[src/rtl/lutfab_pkg.sv]
package lutfab_pkg;
    localparam int N_XBAR = 5;
    localparam int N_EDGE = 4;
    localparam int N_BLK  = 4;
    localparam int SEL_W  = 3;
    localparam logic [SEL_W-1:0] XS_OFF  = 3'd0;
    localparam logic [SEL_W-1:0] XS_EDGE = 3'd6;
    localparam logic [SEL_W-1:0] XS_LUT  = 3'd7;
endpackage

[src/rtl/lutfab_cfg_chain.sv]
module lutfab_cfg_chain #(
    parameter int TOTAL = 155
) (
    input  logic             clk,
    input  logic             rst_n,
    input  logic             cfg_en,
    input  logic             cfg_bit,
    output logic [TOTAL-1:0] chain,
    output logic             done
);
    localparam int CNT_W = $clog2(TOTAL + 1);

    typedef struct packed {
        logic [TOTAL-1:0] sr;
        logic [CNT_W-1:0] cnt;
        logic             done;
    } st_t;

    st_t st_d, st_q;

    always_comb begin
        st_d = st_q;
        if (cfg_en && !st_q.done) begin
            st_d.sr   = {st_q.sr[TOTAL-2:0], cfg_bit};
            st_d.cnt  = st_q.cnt + CNT_W'(1);
            st_d.done = (st_q.cnt == CNT_W'(TOTAL - 1));
        end
    end

    always_ff @(posedge clk or negedge rst_n) begin
        if (!rst_n) st_q <= '0;
        else        st_q <= st_d;
    end

    assign chain = st_q.sr;
    assign done  = st_q.done;
endmodule

[src/rtl/lutfab_xbar.sv]
module lutfab_xbar
    import lutfab_pkg::*;
#(
    parameter int W = 5
) (
    input  logic               clk,
    input  logic               rst_n,
    input  logic               run,
    input  logic [SEL_W-1:0]   sel,
    input  logic [N_XBAR*W-1:0] seg_all,
    input  logic [W-1:0]       edge_in,
    input  logic [W-1:0]       lut_bus,
    output logic [W-1:0]       seg
);
    typedef struct packed {
        logic [W-1:0] seg;
    } st_t;

    st_t st_d, st_q;
    logic [W-1:0] pick;

    always_comb begin
        pick = '0;
        for (int s = 0; s < N_XBAR; s++) begin
            if (sel == SEL_W'(s + 1)) pick = seg_all[s*W +: W];
        end
        if (sel == XS_EDGE) pick = edge_in;
        if (sel == XS_LUT)  pick = lut_bus;
        st_d.seg = run ? pick : '0;
    end

    always_ff @(posedge clk or negedge rst_n) begin
        if (!rst_n) st_q <= '0;
        else        st_q <= st_d;
    end

    assign seg = st_q.seg;
endmodule

[src/rtl/lutfab_block.sv]
module lutfab_block
    import lutfab_pkg::*;
#(
    parameter int K = 5
) (
    input  logic [SEL_W-1:0]    sel,
    input  logic [N_XBAR*K-1:0] seg_all,
    input  logic [(1<<K)-1:0]   table_bits,
    output logic                y
);
    logic [K-1:0] addr;

    always_comb begin
        addr = '0;
        for (int s = 0; s < N_XBAR; s++) begin
            if (sel == SEL_W'(s + 1)) addr = seg_all[s*K +: K];
        end
        y = table_bits[addr];
    end
endmodule

[src/rtl/lutfab_top.sv]
module lutfab_top
    import lutfab_pkg::*;
#(
    parameter int W = 5
) (
    input  logic              clk,
    input  logic              rst_n,
    input  logic              cfg_en,
    input  logic              cfg_bit,
    input  logic [N_EDGE*W-1:0] edge_in,
    output logic              cfg_done,
    output logic [N_EDGE*W-1:0] edge_out
);
    localparam int TAB    = 1 << W;
    localparam int XS_LEN = N_XBAR * SEL_W;
    localparam int CM_LEN = N_BLK * SEL_W;
    localparam int TOTAL  = XS_LEN + CM_LEN + N_BLK * TAB;

    logic [TOTAL-1:0]    chain;
    logic [N_XBAR*W-1:0] seg_all;
    logic [N_BLK-1:0]    blk_y;
    logic [W-1:0]        lut_bus;

    lutfab_cfg_chain #(.TOTAL(TOTAL)) cfg_i (
        .clk(clk), .rst_n(rst_n), .cfg_en(cfg_en), .cfg_bit(cfg_bit),
        .chain(chain), .done(cfg_done)
    );

    assign lut_bus = W'(blk_y);

    for (genvar x = 0; x < N_XBAR; x++) begin : g_xbar
        logic [W-1:0] ein;
        if (x < N_EDGE) begin : g_edge
            assign ein = edge_in[x*W +: W];
            assign edge_out[x*W +: W] = cfg_done ? seg_all[x*W +: W] : '0;
        end else begin : g_inner
            assign ein = '0;
        end
        lutfab_xbar #(.W(W)) xbar_i (
            .clk(clk), .rst_n(rst_n), .run(cfg_done),
            .sel(chain[TOTAL-1-x*SEL_W -: SEL_W]),
            .seg_all(seg_all), .edge_in(ein), .lut_bus(lut_bus),
            .seg(seg_all[x*W +: W])
        );
    end

    for (genvar b = 0; b < N_BLK; b++) begin : g_blk
        lutfab_block #(.K(W)) blk_i (
            .sel(chain[TOTAL-1-XS_LEN-b*SEL_W -: SEL_W]),
            .seg_all(seg_all),
            .table_bits(chain[(N_BLK-b)*TAB-1 -: TAB]),
            .y(blk_y[b])
        );
    end
endmodule

[config.mk]
export PLATFORM = sky130hd
export DESIGN_NAME = lutfab_top
export DESIGN_NICKNAME = d
export VERILOG_FILES = /design/src/rtl/lutfab_pkg.sv /design/src/rtl/lutfab_cfg_chain.sv /design/src/rtl/lutfab_xbar.sv /design/src/rtl/lutfab_block.sv /design/src/rtl/lutfab_top.sv
export SDC_FILE = /design/constraint.sdc
export NUM_CORES = 1
export LEC_CHECK = 0
export BUFFER_PORTS_ARGS = -buffer_cell sky130_fd_sc_hd__buf_2
export CORE_MARGIN = 1.5
export CORE_UTILIZATION = 63
export DETAILED_ROUTE_END_ITERATION = 12
export PLACE_DENSITY_LB_ADDON = 0.12
export SLEW_MARGIN = 20
export SYNTH_ARGS = -nofsm -noshare
export SYNTH_HDL_FRONTEND = slang
export SYNTH_SLANG_ARGS = --single-unit
[constraint.sdc]
create_clock -name clk -period 3.3 [get_ports clk]
set_input_delay 0.165 -clock clk [delete_from_list [all_inputs] [get_ports clk]]
set_output_delay 0.165 -clock clk [all_outputs]
set_load 0.005 [all_outputs]
==> run summary, run 1 <==
====================================================================================
Routed vias                                                                     9882
Floorplan Core Area                                                     0.0174 sq mm
Reg2reg start                                                           cfg_i.chain[129]
Clock tree from TritonCTS                                                        yes
Global-route wire length before repair                                  48200 microns
Final weighted congestion of routability-driven global placement               0.890
Die Y                                                                    137 microns
Number of optimization iterations in the first detailed-route pass                 8
CP max-delay cell                                                       sky130_fd_sc_hd__dfrtp_1
Reg-to-reg setup timing slack                                                0.32 ns
Critical path cell sequence                                             mux2_2, a221o_1, nand2_2, mux2i_1, a222oi_1, and4b_1, nor3_2, a31oi_1
Core Util, Final                                                               70.0%
Post-synth top area share                                                      41.8%
Number of DRC violations after detailed-routing iteration 0                      997
Final setup vio count                                                              0
Startpoint of the most critical hold path                                edge_in[14]
Depth of the CTS H-tree                                                            4
Post-CTS setup buffer count                                                        0
Ports                                                                             45
Number of buffers on the longest clock path                                        2
Synthesis warning total                                                            0
Number of buffers created by CTS                                                  17
Share of synthesized registers carrying an async set or reset                   100%
Peak supply drop                                                            0.371 mV
Sink count of the clock tree                                                     189
Final worst-path cycle share                                                   90.3%
Hold Crit Depth                                                                    3
HPWL after detailed placement                                           18900 microns
Leakage power figure                                                         5.81 nW
Unique cell type count in the Yosys netlist                                       90
Data arrival time of the critical path                                       3.28 ns
Via count of the first global-routing pass                                      9422
Number of enable flip-flop cells after synthesis                                   0
Global Route Usage Sum                                                         33.1%
Pwr per Cell Area                                                        485 mW/mm^2
Die width                                                                137 microns
Clock Pin Slew Worst Setup and Hold Paths                                    0.07 ns
Cell class contributing the biggest share of worst-path delay           simple AND/OR/NAND/NOR gates
Element type at the critical path end                                       register
Clock tree skew after final layout                                        0.00700 ns
Post-CTS Resized                                                                   0
Count of mapped cells out of synthesis                                          1373
Commonest cells in the synthesized netlist                              457 x sky130_fd_sc_hd__nand2_1, 189 x sky130_fd_sc_hd__dfrtp_1, 90 x sky130_fd_sc_hd__o21ai_0, 74 x sky130_fd_sc_hd__clkbuf_1, 57 x sky130_fd_sc_hd__a21oi_1
Net count after synthesis                                                       1399
Hold EP                                                                 g_xbar[2].xbar_i.seg[4]
Buffers added on ports                                                            44
Worst setup path category                                               register to register
Largest net degree at the start of global routing                                131
Initial core utilization                                                       65.0%
Cell Area, Synth                                                        0.0113 sq mm
Final WS setup                                                              0.321 ns
Row count                                                                         48
Clock period minus final worst setup slack                                   2.98 ns
Top post-synthesis cells by area                                        sky130_fd_sc_hd__dfrtp_1 42%, sky130_fd_sc_hd__nand2_1 15%, sky130_fd_sc_hd__mux2i_1 5.0%, sky130_fd_sc_hd__o21ai_0 4.0%, sky130_fd_sc_hd__mux2_2 3.2%
Routed WL                                                               29300 microns
Mean routed wirelength per cell                                         18.4 microns
RSZ-0062 raised after global routing                                           false
DRC violation count after routing                                                  0
Cell type with the largest total area after synthesis                   sky130_fd_sc_hd__dfrtp_1
Post-Route Setup TNS                                                            0 ns
Maximum cell stage delay along the critical path                             0.62 ns
Count of nets left with antenna violations after detail routing                    0
Maximum frequency from static timing analysis                                336 MHz
Transition time of the tightest slew-check pin                              0.809 ns
Layout overhead on the synthesized area                                        7.68%
Via-to-Cell Ratio                                                               6.22
Count of buffering cells on the critical path with inverters included              0
Mean Syn Cell Area                                                        8.25 sq um
Depth of the worst register-to-register path                                       8
Tightest Hold Check Type                                                primary input to register
Number of antenna violations at the first check in global routing                  0
Place WS                                                                    0.361 ns
Synth Flop Type                                                         sky130_fd_sc_hd__dfrtp_1
Run status                                                              finished clean
Sequential fraction of the synthesis area                                      41.8%
Number of max-cap violations                                                       0
Kind of launch point of the worst setup path                                register
Final-stage net count                                                           1378
Antenna fix cells                                                                  0
Clock insertion delay at the later pin of the skew report                    0.44 ns
Final Hold Vio Count                                                               0
GRT Residual Overflow                                                              0
Floorplan die area                                                      0.0188 sq mm
Count leader, synth                                                     sky130_fd_sc_hd__nand2_1
Worst slew margin relative to its limit                                        46.1%
Cell at the root of the clock tree                                      sky130_fd_sc_hd__clkbuf_16
Number of max-slew violations in the final report                                  0
Crit Reg-Reg Endpoint                                                   g_xbar[4].xbar_i.seg[3]
Req. time, crit path                                                         3.60 ns
Overall power consumption                                                  0.00591 W
FF+latch count, synth                                                            189
Top fanout value on the critical path                                             16
Ratio of cells with drive above 1 in the final layout                          12.4%
====================================================================================
through the flow:
stage / area (sq um) / std cells / hold slack [ns]
2_1_floorplan: 11300 / 1373 / -0.131
3_3_place_gp: 11600 / 1556 / 0.284
3_5_place_dp: 11600 / 1556 / 0.286
4_1_cts: 12200 / 1590 / 0.0160
5_1_grt: 12200 / 1590 / 0.0364
6_report: 12200 / 1590 / 0.0243
cell usage in the layout, fill, tap and decap left out, types with 5 or more instances in the layout:
master	n
sky130_fd_sc_hd__a21o_1	5
sky130_fd_sc_hd__a21oi_1	57
sky130_fd_sc_hd__a221o_1	7
sky130_fd_sc_hd__a221oi_1	8
sky130_fd_sc_hd__a22o_1	7
sky130_fd_sc_hd__a22oi_1	14
sky130_fd_sc_hd__a31o_2	5
sky130_fd_sc_hd__a31oi_1	10
sky130_fd_sc_hd__a32oi_1	9
sky130_fd_sc_hd__and2_1	27
sky130_fd_sc_hd__and3_1	7
sky130_fd_sc_hd__buf_2	43
sky130_fd_sc_hd__buf_4	20
sky130_fd_sc_hd__clkbuf_16	17
sky130_fd_sc_hd__dfrtp_1	189
sky130_fd_sc_hd__inv_1	24
sky130_fd_sc_hd__mux2_2	32
sky130_fd_sc_hd__mux2_4	7
sky130_fd_sc_hd__mux2i_1	56
sky130_fd_sc_hd__nand2_1	457
sky130_fd_sc_hd__nand2b_1	10
sky130_fd_sc_hd__nand3_1	26
sky130_fd_sc_hd__nand3b_1	5
sky130_fd_sc_hd__nor2_1	45
sky130_fd_sc_hd__nor2b_1	19
sky130_fd_sc_hd__nor3_1	15
sky130_fd_sc_hd__nor4_1	5
sky130_fd_sc_hd__o211ai_1	7
sky130_fd_sc_hd__o21a_1	5
sky130_fd_sc_hd__o21ai_0	90
sky130_fd_sc_hd__o21ai_1	5
sky130_fd_sc_hd__o221ai_1	5
sky130_fd_sc_hd__o22ai_1	13
sky130_fd_sc_hd__o31ai_1	5
sky130_fd_sc_hd__xnor2_1	6
sequential cells by signal (all words and copies together), names as in the netlist:
register and flops:
cfg_i.chain 155, g_xbar.xbar_i.seg 25, cfg_i.st_q 8, cfg_i.done 1
per-layer routing:
metal / part of all wire (%) / up-vias / global-route usage (%)
li1: - / 4683 / -
met1: 43 / 4691 / 45.4
met2: 46 / 398 / 50.9
met3: 7.4 / 110 / 6.52
met4: 4.0 / 0 / 14.9
met5: 0 / - / 0
area by class of cell:
type                       count  area [sq um]
tap                          225           282
clock inverter                12           134
clock buffer                  20           467
multi-input combinational   1051          6030
sequential                   189          4730
inverter                      24          90.1
fill                        1393          5230
timing repair buffer          69           459
worst max-delay path by stage:
| stage | from | to | slack, ns | cells after the start |
|---|---|---|---|---|
| floorplan | cfg_i.chain[131] | g_xbar[4].xbar_i.seg[2] | 0.87 | 9 |
| global placement | cfg_i.chain[129] | g_xbar[4].xbar_i.seg[3] | 0.49 | 8 |
| detailed placement | cfg_i.chain[129] | g_xbar[4].xbar_i.seg[3] | 0.36 | 8 |
| CTS | cfg_i.chain[129] | g_xbar[4].xbar_i.seg[3] | 0.34 | 8 |
| global route | cfg_i.chain[129] | g_xbar[4].xbar_i.seg[3] | 0.11 | 7 |
| finish | cfg_i.chain[129] | g_xbar[4].xbar_i.seg[3] | 0.32 | 8 |
worst reg2reg max path, stage by stage, from the launching register on:
cell and delay, ns:
sky130_fd_sc_hd__dfrtp_1 0.62, sky130_fd_sc_hd__mux2_2 0.39, sky130_fd_sc_hd__a221o_1 0.31, sky130_fd_sc_hd__nand2_2 0.37
sky130_fd_sc_hd__mux2i_1 0.26, sky130_fd_sc_hd__a222oi_1 0.13, sky130_fd_sc_hd__and4b_1 0.30, sky130_fd_sc_hd__nor3_2 0.34
sky130_fd_sc_hd__a31oi_1 0.14
repair_timing:
item                                    in CTS  in global routing
hold buffers                                 2                  0
endpoints found under the setup margin       0                  0
endpoints found under the hold margin       97                  0
power breakdown:
part	switching, W	internal [W]
logic	0.000544	0.000397
clock network	0.000925	0.00118
registers	0.000354	0.00251
total	0.00182	0.00409
kinds of logic after synthesis:
kind of cell | synth area share [%]
DFF | 41.8
AOI/OAI and AO/OA | 18.1
xor gates and xnor gates | 0.542
buffers and inverters | 5.09
and+or+nand+nor | 24.5
muxes | 9.76
adders and majority gates | 0.221
Note: power is estimated with default switching activity, not from simulation.
==> run 2: changes to the inputs <==
- CORE_UTILIZATION: 63 -> 55
==> run 2 against run 1 <==
Net effect:
- design area is 0.81% higher
- largest power group unchanged
- largest cell class unchanged
- global-route usage shrank 4.3 points
- critical endpoint is now g_xbar[1].xbar_i.seg[0]
- highest routed layer unchanged
- utilization shrank 9.3 points
==> run summary, run 2 (synthesis results as in run 1) <==
====================================================================================
Final weighted congestion of routability-driven global placement               0.908
Transition time of the tightest slew-check pin                              0.712 ns
Routed WL                                                               30600 microns
HPWL after detailed placement                                           20100 microns
Global-route wire length before repair                                  48800 microns
Element type at the critical path end                                       register
Number of optimization iterations in the first detailed-route pass                 5
Floorplan Core Area                                                     0.0202 sq mm
Global Route Usage Sum                                                         28.8%
Critical path cell sequence                                             mux2_4, a221oi_2, or2_1, mux4_2, o22ai_1, a311o_1, a21o_1, o2bb2ai_1
Depth of the CTS H-tree                                                            4
GRT Residual Overflow                                                              0
CP max-delay cell                                                       sky130_fd_sc_hd__dfrtp_1
Number of max-cap violations                                                       0
Peak supply drop                                                            0.355 mV
Final-stage net count                                                           1385
Clock period minus final worst setup slack                                   3.03 ns
Post-CTS setup buffer count                                                        0
Placed cell count                                                               1608
Maximum frequency from static timing analysis                                330 MHz
Mean routed wirelength per cell                                         18.6 microns
Via count of the first global-routing pass                                      9016
Sink count of the clock tree                                                     189
Number of DRC violations after detailed-routing iteration 0                      829
Number of max-slew violations in the final report                                  0
Multi-input gate area in the final layout                               0.00603 sq mm
Ports                                                                             45
Maximum cell stage delay along the critical path                             0.77 ns
Number of buffers on the longest clock path                                        2
Floorplan die area                                                      0.0215 sq mm
Final Hold Vio Count                                                               0
Most used cells in the layout excluding fill and tap cells              457 x sky130_fd_sc_hd__nand2_1, 189 x sky130_fd_sc_hd__dfrtp_1, 90 x sky130_fd_sc_hd__o21ai_0
Ratio of cells with drive above 1 in the final layout                          12.5%
Clock tree from TritonCTS                                                        yes
DRC violation count after routing                                                  0
Via-to-Cell Ratio                                                               5.97
Clock insertion delay at the later pin of the skew report                    0.44 ns
Post-Route Setup TNS                                                            0 ns
Final setup vio count                                                              0
Largest register FFs                                                             155
Layout overhead on the synthesized area                                        8.55%
Number of buffers created by CTS                                                  17
Row count                                                                         52
Worst setup path category                                               register to register
Leading cell type in the layout, fill and taps excluded                 sky130_fd_sc_hd__nand2_1
Filler instances                                                                1825
Leakage power figure                                                         5.84 nW
Non-filler instance count after layout                                          1641
Relative contribution of combinational cells to total power                    15.9%
Sequential fraction of design power                                            48.4%
Routed vias                                                                     9800
Post-CTS Resized                                                                   0
Initial core utilization                                                       56.0%
Final worst-path cycle share                                                   91.9%
Switching share of power                                                       30.5%
Switching pwr                                                              0.00180 W
Clock Pin Slew Worst Setup and Hold Paths                                    0.07 ns
Number of antenna violations at the first check in global routing                  0
Largest net degree at the start of global routing                                 98
Cell at the root of the clock tree                                      sky130_fd_sc_hd__clkbuf_16
Data arrival time of the critical path                                       3.38 ns
Count of buffering cells on the critical path with inverters included              0
Die width                                                                146 microns
Internal Dissipation                                                       0.00411 W
Cell class contributing the biggest share of worst-path delay           compound AO/OA/AOI/OAI gates
Kind of launch point of the worst setup path                                register
Req. time, crit path                                                         3.65 ns
Worst slew margin relative to its limit                                        52.5%
Register cell area after layout                                         0.00473 sq mm
RSZ-0062 raised after global routing                                           false
Die Y                                                                    146 microns
Tightest Hold Check Type                                                primary input to register
Run status                                                              finished clean
Top fanout value on the critical path                                             20
Portion of total power attributed to the clock network                         35.7%
Clock tree skew after final layout                                        0.00959 ns
Buffers added on ports                                                            44
Pwr per Cell Area                                                        481 mW/mm^2
Count of nets left with antenna violations after detail routing                    0
Antenna fix cells                                                                  0
====================================================================================
[run 2: cell types whose count changed in the layout (fill, tap and decap cells not counted)]
cell,delta
sky130_fd_sc_hd__clkinv_2,-1
sky130_fd_sc_hd__clkinv_4,-1
sky130_fd_sc_hd__inv_6,-2
sky130_fd_sc_hd__buf_4,+7
sky130_fd_sc_hd__clkbuf_1,+3
sky130_fd_sc_hd__clkinvlp_4,+1
sky130_fd_sc_hd__bufinv_16,+1
sky130_fd_sc_hd__clkbuf_8,-2
[run 2: repair_timing]
action | in CTS | in global routing
endpoints found under the setup margin | 0 | 0
endpoints found under the hold margin | 82 | 0
hold buffers | 2 | 0
[run 2: power groups by stage]
stage          combinational [W]  sequential (W)  clock (W)
2_1_floorplan           0.000907         0.00267          0
3_3_place_gp            0.000915         0.00289          0
3_5_place_dp            0.000934         0.00290          0
4_1_cts                 0.000940         0.00285    0.00214
5_1_grt                  0.00106         0.00291    0.00222
6_report                0.000941         0.00286    0.00211
[run 2: worst paths after layout]
check,end,cells past startpoint,slack [ns],from
setup / recovery,g_xbar[1].xbar_i.seg[0],8,0.27,cfg_i.chain[139]
hold / removal,g_xbar[2].xbar_i.seg[4],3,0.04,edge_in[14]
setup reg to reg,g_xbar[1].xbar_i.seg[0],8,0.27,cfg_i.chain[139]
hold reg to reg,cfg_i.st_q[8],1,0.48,cfg_i.st_q[8]
max in group asynchronous,cfg_i.chain[6],3,2.11,rst_n
min in group asynchronous,cfg_i.chain[117],2,0.33,rst_n
[run 2: worst register-to-register path, cell delays in order, from the launching register on]
cell and delay, ns:
sky130_fd_sc_hd__dfrtp_1 0.77, sky130_fd_sc_hd__mux2_4 0.37, sky130_fd_sc_hd__a221oi_2 0.24, sky130_fd_sc_hd__or2_1 0.27, sky130_fd_sc_hd__mux4_2 0.53, sky130_fd_sc_hd__o22ai_1 0.21
sky130_fd_sc_hd__a311o_1 0.28, sky130_fd_sc_hd__a21o_1 0.16, sky130_fd_sc_hd__o2bb2ai_1 0.11
[run 2: routing by layer]
metal	wire length, microns	track usage [%]	share of wire (%)
met1	13900	41.6	45
met2	13600	43.3	44
met3	2270	5.97	7.4
met4	858	9.19	2.8
met5	0	0	0
[run 2: layout make-up]
class,instances,area share (%)
Multi-Input combinational cell,1051,49.1
Sequential cell,189,38.5
Timing Repair Buffer,76,4.16
Clock buffer,21,3.66
Tap cell,270,2.75
Clock inverter,10,1.14
Inverter,24,0.733
[run 2: stage by stage]
stage | hold slack (ns) | total power [W] | util, % | cell area [sq um] | setup WS [ns]
after global placement | 0.263 | 0.00381 | 57.7 | 11700 | 0.365
after detailed placement | 0.262 | 0.00383 | 57.7 | 11700 | 0.307
after floorplan | -0.131 | 0.00358 | - | 11300 | 0.873
after CTS | 0.0438 | 0.00594 | 60.7 | 12300 | 0.279
after global routing | 0.0404 | 0.00618 | 60.7 | 12300 | 0.0846
final | 0.0399 | 0.00592 | 60.7 | 12300 | 0.268
==> run 3: changes to the inputs <==
- ABC_AREA: unset -> 1
==> run 3 against run 2 <==
Net effect:
- utilization up 0.55 points
- setup slack better by 0.58 ns
- area after synthesis down 3.8%
- critical path depth grew 3
- clock skew increased by 0.0022 ns
- first-iteration DRC count up 20%
- count of clock-buffer cells in the layout decreased by 4
- largest power group unchanged
==> run summary, run 3 <==
=================================================================================
Run status                                                           finished clean
Initial core utilization                                                    56.0%
Most used cells in the layout excluding fill and tap cells           641 x sky130_fd_sc_hd__nand2_1, 230 x sky130_fd_sc_hd__nand3_1, 189 x sky130_fd_sc_hd__dfrtp_1
Final Hold Vio Count                                                            0
Largest register FFs                                                          155
Cell at the root of the clock tree                                   sky130_fd_sc_hd__clkbuf_16
Final worst-path cycle share                                                74.3%
Multi-input gate area in the final layout                            0.00539 sq mm
Floorplan die area                                                   0.0207 sq mm
Number of buffers added to fix hold violations after cts                        2
Row count                                                                      51
Ports                                                                          45
Number of buffers on the longest clock path                                     2
Peak supply drop                                                         0.329 mV
Number of enable flip-flop cells after synthesis                                0
Via count of the first global-routing pass                                   9386
Number of DRC violations after detailed-routing iteration 0                   998
Number of optimization iterations in the first detailed-route pass              6
Unique cell type count in the Yosys netlist                                    45
Via-to-Cell Ratio                                                            5.65
Count leader, synth                                                  sky130_fd_sc_hd__nand2_1
Number of max-cap violations                                                    0
Cell Area, Synth                                                     0.0109 sq mm
Ratio of cells with drive above 1 in the final layout                       9.49%
Worst setup path category                                            register to register
Filler instances                                                             1820
Tightest Hold Check Type                                             primary input to register
Final-stage net count                                                        1594
GRT Residual Overflow                                                           0
Req. time, crit path                                                      3.64 ns
Leading cell type in the layout, fill and taps excluded              sky130_fd_sc_hd__nand2_1
Die width                                                             144 microns
Sequential fraction of the synthesis area                                   43.4%
Clock tree from TritonCTS                                                     yes
Top post-synthesis cells by area                                     sky130_fd_sc_hd__dfrtp_1 43%, sky130_fd_sc_hd__nand2_1 22%, sky130_fd_sc_hd__nand3_1 11%, sky130_fd_sc_hd__inv_1 4.1%, sky130_fd_sc_hd__o21ai_0 4.0%
Global Route Usage Sum                                                      29.6%
Synth Flop Type                                                      sky130_fd_sc_hd__dfrtp_1
Clock period minus final worst setup slack                                2.45 ns
Kind of launch point of the worst setup path                             register
Routed vias                                                                 10426
Layout overhead on the synthesized area                                     9.51%
Mean Syn Cell Area                                                     7.02 sq um
Global-route wire length before repair                               48100 microns
Count of mapped cells out of synthesis                                       1551
Clock insertion delay at the later pin of the skew report                 0.45 ns
FF+latch count, synth                                                         189
Number of antenna violations at the first check in global routing               0
Overall power consumption                                               0.00449 W
Clock Pin Slew Worst Setup and Hold Paths                                 0.08 ns
Final weighted congestion of routability-driven global placement            0.966
Worst slew margin relative to its limit                                     37.9%
Net count after synthesis                                                    1577
DRC violation count after routing                                               0
Data arrival time of the critical path                                    2.79 ns
Synthesis warning total                                                         0
Share of synthesized registers carrying an async set or reset                100%
Sink count of the clock tree                                                  189
HPWL after detailed placement                                        19300 microns
Largest net degree at the start of global routing                             184
Mean routed wirelength per cell                                      15.9 microns
Top fanout value on the critical path                                           7
Post-synth top area share                                                   43.4%
Element type at the critical path end                                    register
Commonest cells in the synthesized netlist                           642 x sky130_fd_sc_hd__nand2_1, 230 x sky130_fd_sc_hd__nand3_1, 189 x sky130_fd_sc_hd__dfrtp_1, 120 x sky130_fd_sc_hd__inv_1, 87 x sky130_fd_sc_hd__o21ai_0
RSZ-0062 raised after global routing                                        false
Maximum frequency from static timing analysis                             408 MHz
Antenna fix cells                                                               0
Leakage power figure                                                      6.00 nW
Die Y                                                                 144 microns
Depth of the CTS H-tree                                                         4
Post-route worst hold slack                                             0.0181 ns
Post-CTS setup buffer count                                                     0
Clock tree skew after final layout                                      0.0118 ns
Routed WL                                                            29400 microns
Number of max-slew violations in the final report                               0
Final setup vio count                                                           0
Count of nets left with antenna violations after detail routing                 0
Post-CTS Resized                                                                0
Transition time of the tightest slew-check pin                           0.924 ns
Pwr per Cell Area                                                     376 mW/mm^2
Number of buffers created by CTS                                               17
Floorplan Core Area                                                  0.0195 sq mm
Register cell area after layout                                      0.00473 sq mm
Buffers added on ports                                                         44
Cell type with the largest total area after synthesis                sky130_fd_sc_hd__dfrtp_1
Post-Route Setup TNS                                                         0 ns
=================================================================================
-- run 3: cell types whose count changed in the layout (fill, tap and decap cells not counted), moves of 10 or more --
cell	before	now
sky130_fd_sc_hd__and2_1	27	0
sky130_fd_sc_hd__mux2i_1	56	0
sky130_fd_sc_hd__inv_2	0	13
sky130_fd_sc_hd__inv_1	24	120
sky130_fd_sc_hd__buf_4	27	6
sky130_fd_sc_hd__nor2b_1	19	0
sky130_fd_sc_hd__nand3_2	0	10
sky130_fd_sc_hd__a31oi_1	10	0
sky130_fd_sc_hd__nand2_2	1	19
sky130_fd_sc_hd__nand2b_1	10	0
sky130_fd_sc_hd__nand2_1	457	641
sky130_fd_sc_hd__nand3_1	26	230
sky130_fd_sc_hd__mux2_2	32	0
sky130_fd_sc_hd__a21oi_1	57	21
-- run 3: metrics by stage --
stage | setup slack [ns] | instance area (sq um) | cells | utilization (%)
5_1_grt | 0.652 | 11900 | 1846 | 61.3
3_5_place_dp | 0.949 | 11300 | 1812 | 58.1
3_3_place_gp | 0.995 | 11300 | 1812 | 58.1
6_report | 0.849 | 11900 | 1846 | 61.3
2_1_floorplan | 1.47 | 10900 | 1551 | -
4_1_cts | 0.912 | 11900 | 1846 | 61.3
-- run 3: layer usage --
layer,track usage (%),up-vias,wire length [microns]
met5,0,-,0
met4,12.0,0,920
met3,4.23,74,2070
met2,45.6,402,13300
met1,41.9,4884,13100
li1,-,5066,-
-- run 3: area by class of cell --
type / instances / area share (%)
clock buffer: 17 / 3.57
clock inverter: 15 / 1.54
inverter: 135 / 4.29
multi-input combinational: 1170 / 45.2
sequential: 189 / 39.6
tap: 265 / 2.78
timing repair buffer: 55 / 2.97
-- run 3: critical path, stage by stage (launching register included) --
cell,delay (ns)
sky130_fd_sc_hd__dfrtp_1,0.59
sky130_fd_sc_hd__inv_1,0.26
sky130_fd_sc_hd__nand2_1,0.12
sky130_fd_sc_hd__nand3_1,0.08
sky130_fd_sc_hd__a22oi_1,0.41
sky130_fd_sc_hd__inv_1,0.17
sky130_fd_sc_hd__nand3_1,0.12
sky130_fd_sc_hd__nand3_1,0.08
sky130_fd_sc_hd__nand3_2,0.25
sky130_fd_sc_hd__nand3_1,0.12
sky130_fd_sc_hd__nand2_1,0.09
sky130_fd_sc_hd__nand2_1,0.04
-- run 3: path summary, 6_finish.rpt --
kind | startpoint | to | slack (ns) | cells after the start
setup / recovery | g_xbar[2].xbar_i.seg[2] | g_xbar[1].xbar_i.seg[2] | 0.85 | 11
hold / removal | edge_in[4] | g_xbar[0].xbar_i.seg[4] | 0.02 | 3
setup reg to reg | g_xbar[2].xbar_i.seg[2] | g_xbar[1].xbar_i.seg[2] | 0.85 | 11
hold reg to reg | cfg_i.st_q[8] | cfg_i.st_q[8] | 0.48 | 1
max in group asynchronous | rst_n | cfg_i.chain[80] | 2.05 | 3
min in group asynchronous | rst_n | cfg_i.chain[110] | 0.35 | 2
-- run 3: report_power, final --
group | internal (W) | leakage, nW | total, W | switching (W)
clock network | 0.00104 | 0.296 | 0.00211 | 0.00107
logic | 0.0000161 | 3.11 | 0.0000671 | 0.0000510
registers | 0.00231 | 2.59 | 0.00231 | 0
-- run 3: cell families (layout without fill, tap and decap cells) --
logic type | after synthesis | count (layout) | synth area share (%)
and+or+nand+nor | 987 | 987 | 39.1
buffers and inverters | 192 | 222 | 7.14
adders and majority gates | 2 | 2 | 0.230
xor gates and xnor gates | 7 | 7 | 0.563
AOI/OAI and AO/OA | 174 | 174 | 9.58
DFF | 189 | 189 | 43.4
